### config.mk
export PLATFORM = sky130hd
export DESIGN_NAME = tmr_chan_seq
export DESIGN_NICKNAME = d
export VERILOG_FILES = /design/src/rtl/tmr_chan_pkg.sv /design/src/rtl/tmr_cap_edge.sv /design/src/rtl/tmr_cnt_dp.sv /design/src/rtl/tmr_seq_fsm.sv /design/src/rtl/tmr_chan_seq.sv
export SDC_FILE = /design/constraint.sdc
export NUM_CORES = 1
export LEC_CHECK = 0
export BUFFER_PORTS_ARGS = -buffer_cell sky130_fd_sc_hd__buf_2
export CAP_MARGIN = 20
export CORE_ASPECT_RATIO = 1.1
export CORE_UTILIZATION = 38
export DETAILED_ROUTE_END_ITERATION = 10
export SYNTH_ARGS = -nofsm -noshare
export SYNTH_HDL_FRONTEND = slang
export SYNTH_SLANG_ARGS = --single-unit
### constraint.sdc
create_clock -name clk -period 3.75 [get_ports clk]
set_clock_uncertainty 0.05 [all_clocks]
set_input_delay 0.75 -clock clk [delete_from_list [all_inputs] [get_ports clk]]
set_output_delay 0.75 -clock clk [all_outputs]
set_load 0.05 [all_outputs]
### src/rtl/tmr_chan_pkg.sv
package tmr_chan_pkg;

    typedef enum logic [2:0] {
        M_INTERVAL = 3'd0,
        M_EVENT    = 3'd1,
        M_CAPTURE  = 3'd2,
        M_ONESHOT  = 3'd3,
        M_CAPONE   = 3'd4
    } mode_t;

    typedef enum logic [1:0] {
        S_IDLE = 2'd0,
        S_ARM  = 2'd1,
        S_PEND = 2'd2,
        S_RUN  = 2'd3
    } seq_state_t;

    function automatic mode_t decode_mode(input logic [2:0] code);
        case (code)
            3'd1:    return M_EVENT;
            3'd2:    return M_CAPTURE;
            3'd3:    return M_ONESHOT;
            3'd4:    return M_CAPONE;
            default: return M_INTERVAL;
        endcase
    endfunction

    function automatic logic counts_up(input mode_t m);
        return (m == M_CAPTURE) || (m == M_CAPONE);
    endfunction

endpackage

### src/rtl/tmr_cap_edge.sv
module tmr_cap_edge (
    input  logic clk,
    input  logic rst_n,
    input  logic cap_i,
    output logic rise_o
);
    logic cap_q;

    always_ff @(posedge clk) begin
        if (!rst_n) cap_q <= 1'b0;
        else        cap_q <= cap_i;
    end

    assign rise_o = cap_i & ~cap_q;
endmodule

### src/rtl/tmr_cnt_dp.sv
module tmr_cnt_dp #(
    parameter int W = 16
) (
    input  logic         clk,
    input  logic         rst_n,
    input  logic         ld_i,
    input  logic         clr_i,
    input  logic         dec_i,
    input  logic         inc_i,
    input  logic         cap_wr_i,
    input  logic         wr_i,
    input  logic [W-1:0] wdata_i,
    output logic [W-1:0] cnt_o,
    output logic [W-1:0] dreg_o,
    output logic         zero_o,
    output logic         one_o
);
    localparam logic [W-1:0] STEP = {{(W-1){1'b0}}, 1'b1};

    logic [W-1:0] cnt_q;
    logic [W-1:0] dreg_q;

    always_ff @(posedge clk) begin
        if (!rst_n)      cnt_q <= '0;
        else if (clr_i)  cnt_q <= '0;
        else if (ld_i)   cnt_q <= dreg_q;
        else if (dec_i)  cnt_q <= cnt_q - STEP;
        else if (inc_i)  cnt_q <= cnt_q + STEP;
    end

    // A capture takes the data register ahead of a software write.
    always_ff @(posedge clk) begin
        if (!rst_n)         dreg_q <= '0;
        else if (cap_wr_i)  dreg_q <= cnt_q;
        else if (wr_i)      dreg_q <= wdata_i;
    end

    assign cnt_o  = cnt_q;
    assign dreg_o = dreg_q;
    assign zero_o = (cnt_q == '0);
    assign one_o  = (cnt_q == STEP);
endmodule

### src/rtl/tmr_seq_fsm.sv
module tmr_seq_fsm
    import tmr_chan_pkg::*;
(
    input  logic       clk,
    input  logic       rst_n,
    input  logic       start_i,
    input  logic       stop_i,
    input  logic       tick_i,
    input  logic       trig_i,
    input  logic       cap_rise_i,
    input  logic [2:0] mode_i,
    input  logic       cnt_zero_i,
    input  logic       cnt_one_i,
    output logic       ld_o,
    output logic       clr_o,
    output logic       dec_o,
    output logic       inc_o,
    output logic       cap_wr_o,
    output logic       irq_o,
    output seq_state_t st_o,
    output mode_t      md_o
);
    seq_state_t st_q, st_d;
    mode_t      md_q, md_d;
    logic       irq_q, irq_d;

    // State register
    always_ff @(posedge clk) begin
        if (!rst_n) begin
            st_q  <= S_IDLE;
            md_q  <= M_INTERVAL;
            irq_q <= 1'b0;
        end else begin
            st_q  <= st_d;
            md_q  <= md_d;
            irq_q <= irq_d;
        end
    end

    // Next state and control outputs
    always_comb begin
        st_d     = st_q;
        md_d     = md_q;
        ld_o     = 1'b0;
        clr_o    = 1'b0;
        dec_o    = 1'b0;
        inc_o    = 1'b0;
        cap_wr_o = 1'b0;
        irq_d    = 1'b0;
        if (stop_i) begin
            st_d = S_IDLE;
        end else begin
            unique case (st_q)
                S_IDLE: begin
                    if (start_i) begin
                        md_d = decode_mode(mode_i);
                        case (decode_mode(mode_i))
                            M_EVENT: begin
                                ld_o = 1'b1;
                                st_d = S_RUN;
                            end
                            M_ONESHOT, M_CAPONE: st_d = S_ARM;
                            default:             st_d = S_PEND;
                        endcase
                    end
                end
                S_ARM: begin
                    if (trig_i) st_d = S_PEND;
                end
                S_PEND: begin
                    if (tick_i) begin
                        if (counts_up(md_q)) clr_o = 1'b1;
                        else                 ld_o  = 1'b1;
                        st_d = S_RUN;
                    end
                end
                S_RUN: begin
                    if (counts_up(md_q)) begin
                        if (cap_rise_i) begin
                            cap_wr_o = 1'b1;
                            irq_d    = 1'b1;
                            if (md_q == M_CAPONE) st_d = S_ARM;
                        end
                        if (tick_i && (st_d == S_RUN)) inc_o = 1'b1;
                    end else if (tick_i) begin
                        if (cnt_zero_i) begin
                            if (md_q == M_ONESHOT) st_d = S_ARM;
                            else                   ld_o = 1'b1;
                        end else begin
                            dec_o = 1'b1;
                            if (cnt_one_i) begin
                                irq_d = 1'b1;
                                if (md_q == M_ONESHOT) st_d = S_ARM;
                            end
                        end
                    end
                end
            endcase
        end
    end

    assign irq_o = irq_q;
    assign st_o  = st_q;
    assign md_o  = md_q;
endmodule

### src/rtl/tmr_chan_seq.sv
module tmr_chan_seq
    import tmr_chan_pkg::*;
#(
    parameter int W = 16
) (
    input  logic         clk,
    input  logic         rst_n,
    input  logic         start_i,
    input  logic         stop_i,
    input  logic         tick_i,
    input  logic         trig_i,
    input  logic         cap_i,
    input  logic [2:0]   mode_i,
    input  logic         wr_i,
    input  logic [W-1:0] wdata_i,
    output logic [W-1:0] count_o,
    output logic [W-1:0] dreg_o,
    output logic         en_o,
    output logic         irq_o
);
    logic       cap_rise;
    logic       ld, clr, dec, inc, cap_wr;
    logic       cnt_zero, cnt_one;
    seq_state_t st;
    mode_t      md;

    tmr_cap_edge u_edge (
        .clk    (clk),
        .rst_n  (rst_n),
        .cap_i  (cap_i),
        .rise_o (cap_rise)
    );

    tmr_seq_fsm u_fsm (
        .clk        (clk),
        .rst_n      (rst_n),
        .start_i    (start_i),
        .stop_i     (stop_i),
        .tick_i     (tick_i),
        .trig_i     (trig_i),
        .cap_rise_i (cap_rise),
        .mode_i     (mode_i),
        .cnt_zero_i (cnt_zero),
        .cnt_one_i  (cnt_one),
        .ld_o       (ld),
        .clr_o      (clr),
        .dec_o      (dec),
        .inc_o      (inc),
        .cap_wr_o   (cap_wr),
        .irq_o      (irq_o),
        .st_o       (st),
        .md_o       (md)
    );

    tmr_cnt_dp #(.W(W)) u_dp (
        .clk      (clk),
        .rst_n    (rst_n),
        .ld_i     (ld),
        .clr_i    (clr),
        .dec_i    (dec),
        .inc_i    (inc),
        .cap_wr_i (cap_wr),
        .wr_i     (wr_i),
        .wdata_i  (wdata_i),
        .cnt_o    (count_o),
        .dreg_o   (dreg_o),
        .zero_o   (cnt_zero),
        .one_o    (cnt_one)
    );

    assign en_o = (st != S_IDLE);
endmodule

After elaboration in Yosys (flattened, before gate mapping):

Index checks and enable logic that the tools add are counted.

* $add $sub $neg: 2
* $mul: 0
* divide/modulo/power cells: 0
* $lt $le $gt $ge: 0
* equality and inequality tests: 20
* shift operators: 0
* muxes and demuxes: 55
* bitwise gates (word level): 5
* reductions and logical operators: 13

Operators by type and width (count)
* $mux 16: 5
* $mux 1: 30
* $mux 2: 13
* $add 16x1->16 const B: 1
* $eq 16x1->1 const B: 1
* $logic_not 16->1: 1
* $sub 16x1->16 const B: 1
* $eq 3x2->1 const B: 5
* $pmux 3 s4: 1
* $eq 3x3->1 const B: 3
* $mux 3: 3
* $pmux 2 s4: 1
* $eq 2x2->1 const B: 3
* $eq 3x1->1 const B: 2
* $ne 2x2->1 const B: 3
* $reduce_or 2->1: 3
* $reduce_and 5->1: 1
* $ne 4x3->1 const B: 1
* $not 1->1: 4
* $pmux 2 s2: 1
* $reduce_bool 2->1: 2
* $ne 3x2->1 const B: 1
* $pmux 1 s3: 1
* $reduce_and 3->1: 1
* 7 further kinds: 7

* bits in registers: 39
* latch bits: 0
* RAM bits: 0
* ROM bits: 0
* output and inout port bits: 34
* logic and storage cells: 101
* memories kept: 0

Logic depth before layout (Yosys ltp):

Gate-level depths: netlist (run 1).

* word-level depth: 15
* gate-level depth with buffers: 10

By module:

Synthesis (run 1) repeated with hierarchy kept, for this count alone.

* cell total of the unflattened synthesis: 302
* area total of the unflattened synthesis: 2452.4 um^2

Modules (own cells, without submodules)
* tmr_cnt_dp: times used 1, cells each 242, area an instance 1960.6 um^2, seq. area each 640.6 um^2
* tmr_seq_fsm: times used 1, cells each 56, area an instance 445.4 um^2, seq. area each 120.1 um^2
* tmr_cap_edge: times used 1, cells each 3, area an instance 40.0 um^2, seq. area each 20.0 um^2
* tmr_chan_seq: times used 1, cells each 1, area an instance 6.3 um^2, seq. area each 0.0 um^2

Worst setup path after synthesis (run 1):

Ideal clock, no wire load.

* kind: reg2reg
* start point: reg u_dp.cnt_q[0], in the netlist u_dp.cnt_o[0]
* end point: reg u_dp.cnt_q[7], in the netlist u_dp.cnt_o[7]
* data arrival time: 2399 ps
* required time: 3584 ps
* path slack: 1185 ps
* cell stages (with the launch flop): 9
* buffers on the path: 2
* period minus slack after synthesis: 2565 ps
* cell sequence: dfxtp_1 inv_1 ha_1 clkbuf_1 a31o_4 nand2_1 clkbuf_1 o32ai_1 a31o_2

* cells in the longest elaborated chain, start to end: 8

RTL lines
* from (decl): line tmr_cnt_dp.sv:20 `logic [W-1:0] cnt_q;`
* from (signal assigned): line tmr_cnt_dp.sv:26 `else if (ld_i) cnt_q <= dreg_q;`
* from (signal assigned): line tmr_cnt_dp.sv:27 `else if (dec_i) cnt_q <= cnt_q - STEP;`
* from (signal assigned): line tmr_cnt_dp.sv:28 `else if (inc_i) cnt_q <= cnt_q + STEP;`
* branches (longest 8 deep; another with $add 16x1->16)

Parallel ways; which one is timed is not known. The select of a mux whose other input is x is not followed.
A chain may end at the register's enable or synchronous reset.

Worst setup path after layout (run 1):

* start point: reg u_dp.cnt_q[2], in the netlist u_dp.cnt_o[2]
* end point: reg u_dp.cnt_q[3], in the netlist u_dp.cnt_o[3]

Same word-level chain as after synthesis.

==> results of run 1 <==
## routing by layer
metal / wire length [um] / vias to the layer above / global-route usage
met5: 0 / - / 0
met4: 92 / 0 / 0.0546
met3: 337 / 7 / 0.0303
met2: 3590 / 60 / 0.353
met1: 3560 / 1293 / 0.289
li1: - / 1323 / -
## kinds of logic (layout without fill, tap and decap cells)
family | Yosys count | count (layout) | synth area share
muxes | 18 | 18 | 0.0668
adders and majority gates | 4 | 4 | 0.0184
buffers and inverters | 34 | 78 | 0.0682
and+or+nand+nor | 140 | 140 | 0.280
AOI/OAI and AO/OA | 93 | 93 | 0.276
xor gates and xnor gates | 1 | 1 | 0.00322
DFF | 39 | 39 | 0.287
## synth_stat cells (6+ instances only)
cell      instances
nor3_1            7
clkbuf_1         12
nand4_1           7
nand2b_1         10
mux2i_1          17
nor2_1           22
inv_1             7
dfxtp_1          39
nand2_1          46
nand3_1           9
a21oi_1          15
o211a_1          16
buf_2             6
## flip-flops by register name, indices dropped and copies added (netlist names)
name	flops
u_fsm.md_o	3
u_dp.cnt_o	16
u_edge.cap_q	1
u_fsm.irq_o	1
u_fsm.st_o	2
u_dp.dreg_o	16
## layout by cell type, fill, tap and decap left out, types with 9 or more instances in the layout
master / Yosys / layout
a21oi_1: 15 / 15
buf_2: 6 / 60
dfxtp_1: 39 / 39
mux2i_1: 17 / 17
nand2_1: 46 / 46
nand2b_1: 10 / 10
nand3_1: 9 / 9
nor2_1: 22 / 22
o211a_1: 16 / 16
## worst paths after layout
kind / start / end / slack, ns / cells past startpoint
setup / recovery: u_dp.cnt_o[2]$_SDFFE_PP0P_ / u_dp.cnt_o[3]$_SDFFE_PP0P_ / 1.14 / 6
hold / removal: u_dp.dreg_o[14]$_SDFFE_PN0P_ / u_dp.cnt_o[14]$_SDFFE_PP0P_ / 0.42 / 2
setup reg to reg: u_dp.cnt_o[2]$_SDFFE_PP0P_ / u_dp.cnt_o[3]$_SDFFE_PP0P_ / 1.14 / 6
hold reg to reg: u_dp.dreg_o[14]$_SDFFE_PN0P_ / u_dp.cnt_o[14]$_SDFFE_PP0P_ / 0.42 / 2
## power breakdown
group	switching, mW	total [mW]	internal [mW]
Sequential	0.0237	0.454	0.431
Combinational	0.140	0.212	0.0725
Clock	0.163	0.429	0.266
## worst register-to-register path, cell delays in order, from the launching register on
cell and delay (ns):
dfxtp_1 0.46, nor4_4 0.44, and4_1 0.47, a31o_4 0.24, nand2_1 0.35, a311oi_1 0.40, a21oi_1 0.10
## cell type report
type,count,area [um2]
clock inverter,3,67.6
timing repair buffer,63,323
sequential,39,781
inverter,7,26.3
multi-input combinational,256,1750
clock buffer,5,68.8
fill,712,3630
tap,82,103
==> metrics.md, run 1 <==
| Metric | Value |
|---|---|
| Primary FF master, synth | `dfxtp_1` |
| Syn nets | `360` |
| Wire length per cell | `16.7 um` |
| RSZ-0062 raised after global routing | `no` |
| Crit path DAT | `roughly 2.8 ns` |
| Grt ovf | `0` |
| Max stage delay cell, worst path | `and4_1` |
| GR Util All Layers | `0.215` |
| Startpoint Class | `flip-flop` |
| Register clock-pin slew on the reported worst setup and hold paths | `0.09 ns` |
| DP Wirelength | `5.41 mm` |
| # rows | `31` |
| Post-CTS sizing | `0` |
| Share of layout cells above drive strength 1 | `0.239` |
| Worst-skew pair later-pin latency | `0.30 ns` |
| Initial core utilization | `0.402` |
| EDFF count, synth | `0` |
| Buf/Inv on CP | `0` |
| Worst vdd ir | `165 uV` |
| Synth-to-layout area growth | `14.8%` |
| Family with the most delay on the worst path | `simple AND/OR/NAND/NOR gates` |
| I/O pin count | `61` |
| Post-Syn Instances | `329` |
| Vias per cell | `5.90` |
| HP Class | `reg2reg` |
| Setup ws final | `1.14 ns` |
| Outcome | `completed` |
| Port bufs | `60` |
| Cell area after layout | `3120 um2` |
| Max Cap Viol | `0` |
| Initial antenna violation count | `0` |
| Clock tree buffer depth | `2` |
| Fin crit period | `~2.6 ns` |
| Die Wd | `82.6 um` |
| P_leak | `1.46 nW` |
| Clk sinks | `39` |
| Placed Cells | `447` |
| Largest cells by area after synthesis | `dfxtp_1 29%, nand2_1 6.4%, mux2i_1 6.3%` |
| DIE AREA | `7490 um2` |
| Area after DPL | `2980 um2` |
| Ant diodes | `0` |
| Total power | `about 1.1 mW` |
| Yosys reg bits | `39` |
| WHS | `0.420 ns` |
| Slew at the pin closest to its max-slew limit | `0.651 ns` |
| Netlist cell types | `68` |
| Worst-path fanout max | `15` |
| CTS H-tree lvls | `2` |
| Req. time, crit path | `3.89 ns` |
| Endpoint class of the critical path | `flip-flop` |
| First-pass GRT wire length | `12.5 mm` |
| CP peak stage delay | `around 0.47 ns` |
| 1st-iter DRT viols | `155` |
| Period Utilization, post-route | `0.696` |
| Max Slew Vio Count | `0` |
| YS warnings | `0` |
| Max Fclk | `approximately 380 MHz` |
| Vias in the first global route | `2508` |
| Die Height | `90.7 um` |
| Hold Vio Cnt, Final | `0` |
| Post-synth top area cell | `dfxtp_1` |
| CTS Root Buffer Type | `clkbuf_8` |
| Initial DRT Pass Iterations | `4` |
| WL final | `about 7.6 mm` |
| Async SR Flop Fraction | `0` |
| Vias | `~2700` |
| Setup bufs post-CTS | `0` |
| Power Density | `351 nW/um2` |
| Largest net degree at the start of global routing | `33` |
| Hold buffers post-CTS | `0` |
| Core box area | `6750 um2` |
| Final core utilization | `0.462` |
| Clock buffer count from CTS | `5` |
| Sequential-to-total area share from yosys stat | `0.287` |
| CTS tree | `done` |
| Critical Setup Path Class | `reg2reg` |
| Total negative setup slack | `0 ns` |
| Residual DRC | `0` |
| Mean post-synth cell area | `8.26 um2` |
| Nets | `403` |
| Yosys top cell area share | `0.287` |
| Syn Std Cell Area | `2720 um2` |
| Pre-CTS setup slack | `1.09 ns` |
| Finished Layout Cells | `around 460` |
| Post-DRT Antenna Nets | `0` |
| Crit path cell chain | `nor4_4 > and4_1 > a31o_4 > nand2_1 > a311oi_1 > a21oi_1` |
| Setup violators final | `0` |
| Routability cong. | `0.852` |
| Relative slew slack | `0.564` |
No activity file was read; power rests on OpenSTA's default activity.
==> run 2, diff against run 1 <==
--- a/config.mk
+++ b/config.mk
@@ -5,6 +5,7 @@
 export SDC_FILE = /design/constraint.sdc
 export NUM_CORES = 1
 export LEC_CHECK = 0
+export ABC_AREA = 1
 export BUFFER_PORTS_ARGS = -buffer_cell sky130_fd_sc_hd__buf_2
 export CAP_MARGIN = 20
 export CORE_ASPECT_RATIO = 1.1
==> constraint.sdc (replaced) <==
create_clock -name clk -period 2.6 [get_ports clk]
set_clock_uncertainty 0.05 [all_clocks]
set_input_delay 0.52 -clock clk [delete_from_list [all_inputs] [get_ports clk]]
set_output_delay 0.52 -clock clk [all_outputs]
set_load 0.05 [all_outputs]
==> run 2 against run 1 <==
  * Critical path depth rose by 6
  * Synthesized cell count rose by 57%
  * Hold slack got worse by 0.058 ns
  * Global-route usage rose by 2.1 points
  * Worst setup slack got worse by 0.84 ns
  * Highest routed layer unchanged
  * Die area rose by 12%
  * Non-clock buffer count rose by 5
  * Register-to-register slack got worse by 0.84 ns
  * Clock power rose by 44%
  * Clock-buffer cell count did not move
  * Critical endpoint is now u_dp.cnt_o[1]$_SDFFE_PP0P_
  * Total power rose by 67%
  * Largest cell class unchanged
==> metrics.md, run 2 <==
| Metric | Value |
|---|---|
| Outcome | `completed` |
| Post-DRT Antenna Nets | `0` |
| Synth-to-layout area growth | `15.9%` |
| Residual DRC | `0` |
| Register clock-pin slew on the reported worst setup and hold paths | `0.08 ns` |
| Vias per cell | `between 4 and 5` |
| Post-CTS sizing | `0` |
| Pre-CTS setup slack | `0.331 ns` |
| WL final | `9.10 mm` |
| Max Cap Viol | `0` |
| CTS H-tree lvls | `2` |
| Netlist cell types | `34` |
| Nets | `between 600 and 700` |
| Post-synth top area cell | `dfxtp_1` |
| Max Fclk | `between 400 and 500 MHz` |
| Yosys reg bits | `39` |
| P_leak | `1.82 nW` |
| Syn nets | `549` |
| Count leader, synth | `nand2_1` |
| Top cells by count, synth | `152 x nand2_1, 64 x inv_1, 59 x nor2_1` |
| Worst-path fanout max | `18` |
| Port bufs | `60` |
| Switch share | `0.353` |
| Setup bufs post-CTS | `0` |
| Async SR Flop Fraction | `0` |
| Hold Vio Cnt, Final | `0` |
| Endpoint class of the critical path | `flip-flop` |
| Switch Pwr | `0.647 mW` |
| Internal | `1.18 mW` |
| Power Density | `between 500 and 600 nW/um2` |
| Die Height | `96.1 um` |
| GR Util met1 | `0.325` |
| Grt ovf | `0` |
| Crit path DAT | `2.44 ns` |
| Seq pwr share | `0.362` |
| Register-to-Register Path Depth | `12` |
| HP Class | `in2reg` |
| Commonest non-fill, non-tap cell in the layout | `nand2_1` |
| Startpoint Class | `flip-flop` |
| Clock power share | `0.338` |
| Vias in the first global route | `between 3000 and 4000` |
| DIE AREA | `8420 um2` |
| Req. time, crit path | `2.75 ns` |
| Sequential-to-total area share from yosys stat | `0.255` |
| Placed Cells | `670` |
| EDFF count, synth | `0` |
| Post-Syn Instances | `518` |
| GRT busiest layer | `met2` |
| Clock buffer count from CTS | `5` |
| CTS tree | `done` |
| Setup ws final | `0.303 ns` |
| Yosys top cell area share | `0.255` |
| Initial core utilization | `0.401` |
| Fin crit period | `approximately 2.3 ns` |
| YS warnings | `0` |
| Routability cong. | `0.876` |
| Worst vdd ir | `253 uV` |
| Mean post-synth cell area | `approximately 6 um2` |
| Share of layout cells above drive strength 1 | `0.168` |
| Largest cells by area after synthesis | `dfxtp_1 26%, nand2_1 19%, inv_1 7.8%` |
| Die Wd | `between 80 and 90 um` |
| DP Wirelength | `roughly 7.0 mm` |
| Slew at the pin closest to its max-slew limit | `0.517 ns` |
| GR Util All Layers | `0.236` |
| CTS Root Buffer Type | `clkbuf_8` |
| Met3 usage | `0.0334` |
| Clock tree buffer depth | `2` |
| Core box area | `7640 um2` |
| First-pass GRT wire length | `15.3 mm` |
| Period Utilization, post-route | `0.883` |
| Ant diodes | `0` |
| Most frequent cells in the layout | `152 x nand2_1, 64 x inv_1, 60 x buf_2` |
| 1st-iter DRT viols | `roughly 190` |
| Initial DRT Pass Iterations | `5` |
| Combinational group share of total power | `0.300` |
| Primary FF master, synth | `dfxtp_1` |
| Worst-skew pair later-pin latency | `0.30 ns` |
| Wire length per cell | `13.4 um` |
| RSZ-0062 raised after global routing | `no` |
| Critical Setup Path Class | `reg2reg` |
| Finished Layout Cells | `between 600 and 700` |
| Syn Std Cell Area | `approximately 3000 um2` |
| Initial antenna violation count | `0` |
| Fillers | `844` |
| Depth of the worst hold-timing path | `3` |
| Relative slew slack | `0.655` |
| Hold buffers post-CTS | `0` |
| Clk sinks | `39` |
| I/O pin count | `61` |
| # rows | `33` |
| Vias | `3337` |
| Largest net degree at the start of global routing | `33` |
| Total negative setup slack | `0 ns` |
| WHS | `0.362 ns` |
| GR Util met2 | `0.382` |
| Setup violators final | `0` |
| Max Slew Vio Count | `0` |
==> run 2: changes by cell type after synthesis, moves of 6 or more <==
cell	change
clkbuf_1	-6
xor2_1	+16
o21ai_0	+36
nand3_1	+33
nand2b_1	-10
o211a_1	-16
nand2_1	+106
a21oi_1	+11
mux2i_1	-17
o21ai_1	+9
inv_1	+57
nor2_1	+37
==> run 2: final timing paths <==
kind                              start                          to  slack [ns]
max          u_dp.cnt_o[1]$_SDFFE_PP0P_  u_dp.cnt_o[1]$_SDFFE_PP0P_        0.30
min                               cap_i     u_edge.cap_q$_SDFF_PN0_        0.36
max reg2reg  u_dp.cnt_o[1]$_SDFFE_PP0P_  u_dp.cnt_o[1]$_SDFFE_PP0P_        0.30
min reg2reg  u_fsm.md_o[0]$_SDFFE_PN0P_  u_fsm.md_o[0]$_SDFFE_PN0P_        0.46
==> run 2: final cells by class <==
class | count | area (um2) | area share
multi-input cells | 390 | 1880 | 0.531
flip-flops and latches | 39 | 781 | 0.220
repair buffers | 68 | 360 | 0.102
inverters | 68 | 255 | 0.0720
well taps | 105 | 131 | 0.0370
clock buffers | 5 | 68.8 | 0.0194
clock inverters | 3 | 67.6 | 0.0190
==> run 2: routing by layer <==
| layer | vias to the layer above | routed length [um] |
|---|---|---|
| met5 | - | 0 |
| met4 | 0 | 121 |
| met3 | 10 | 329 |
| met2 | 88 | 4170 |
| met1 | 1491 | 4480 |
| li1 | 1748 | - |
==> run 2: cell families (layout without fill, tap and decap cells) <==
kind of cell	count (synthesis)	in the layout	synth area share
AO/OA/AOI/OAI	83	83	0.141
adder cells (fa/ha/maj)	4	4	0.0163
AND/OR/NAND/NOR	285	285	0.407
flip-flops	39	39	0.255
buffers and inverters	89	144	0.130
XOR/XNOR	18	18	0.0515
==> run 2: through the flow <==
| step | area [um2] | power (mW) | util |
|---|---|---|---|
| floorplan | 3060 | 1.10 | - |
| global placement | 3410 | 1.22 | 0.447 |
| detailed placement | 3410 | 1.22 | 0.447 |
| CTS | 3550 | 1.84 | 0.464 |
| global route | 3550 | 1.94 | 0.464 |
| finish | 3550 | 1.83 | 0.464 |
==> run 2: power groups by stage <==
stage | Clock (mW) | Sequential (mW) | Combinational (mW)
floorplan | 0 | 0.755 | 0.342
global placement | 0 | 0.676 | 0.542
detailed placement | 0 | 0.677 | 0.546
CTS | 0.629 | 0.663 | 0.549
global route | 0.662 | 0.668 | 0.615
finish | 0.619 | 0.662 | 0.549
==> run 2: worst max-delay path: stages (launching register included) <==
cell and delay [ns]:
dfxtp_1 0.44, inv_1 0.15, ha_1 0.20, nand2_1 0.07
nor2_2 0.05, nand2_1 0.14, nand3_4 0.23, nand2_2 0.16
inv_2 0.13, nand2_2 0.25, inv_1 0.14, nor2_1 0.13
nor2_1 0.05
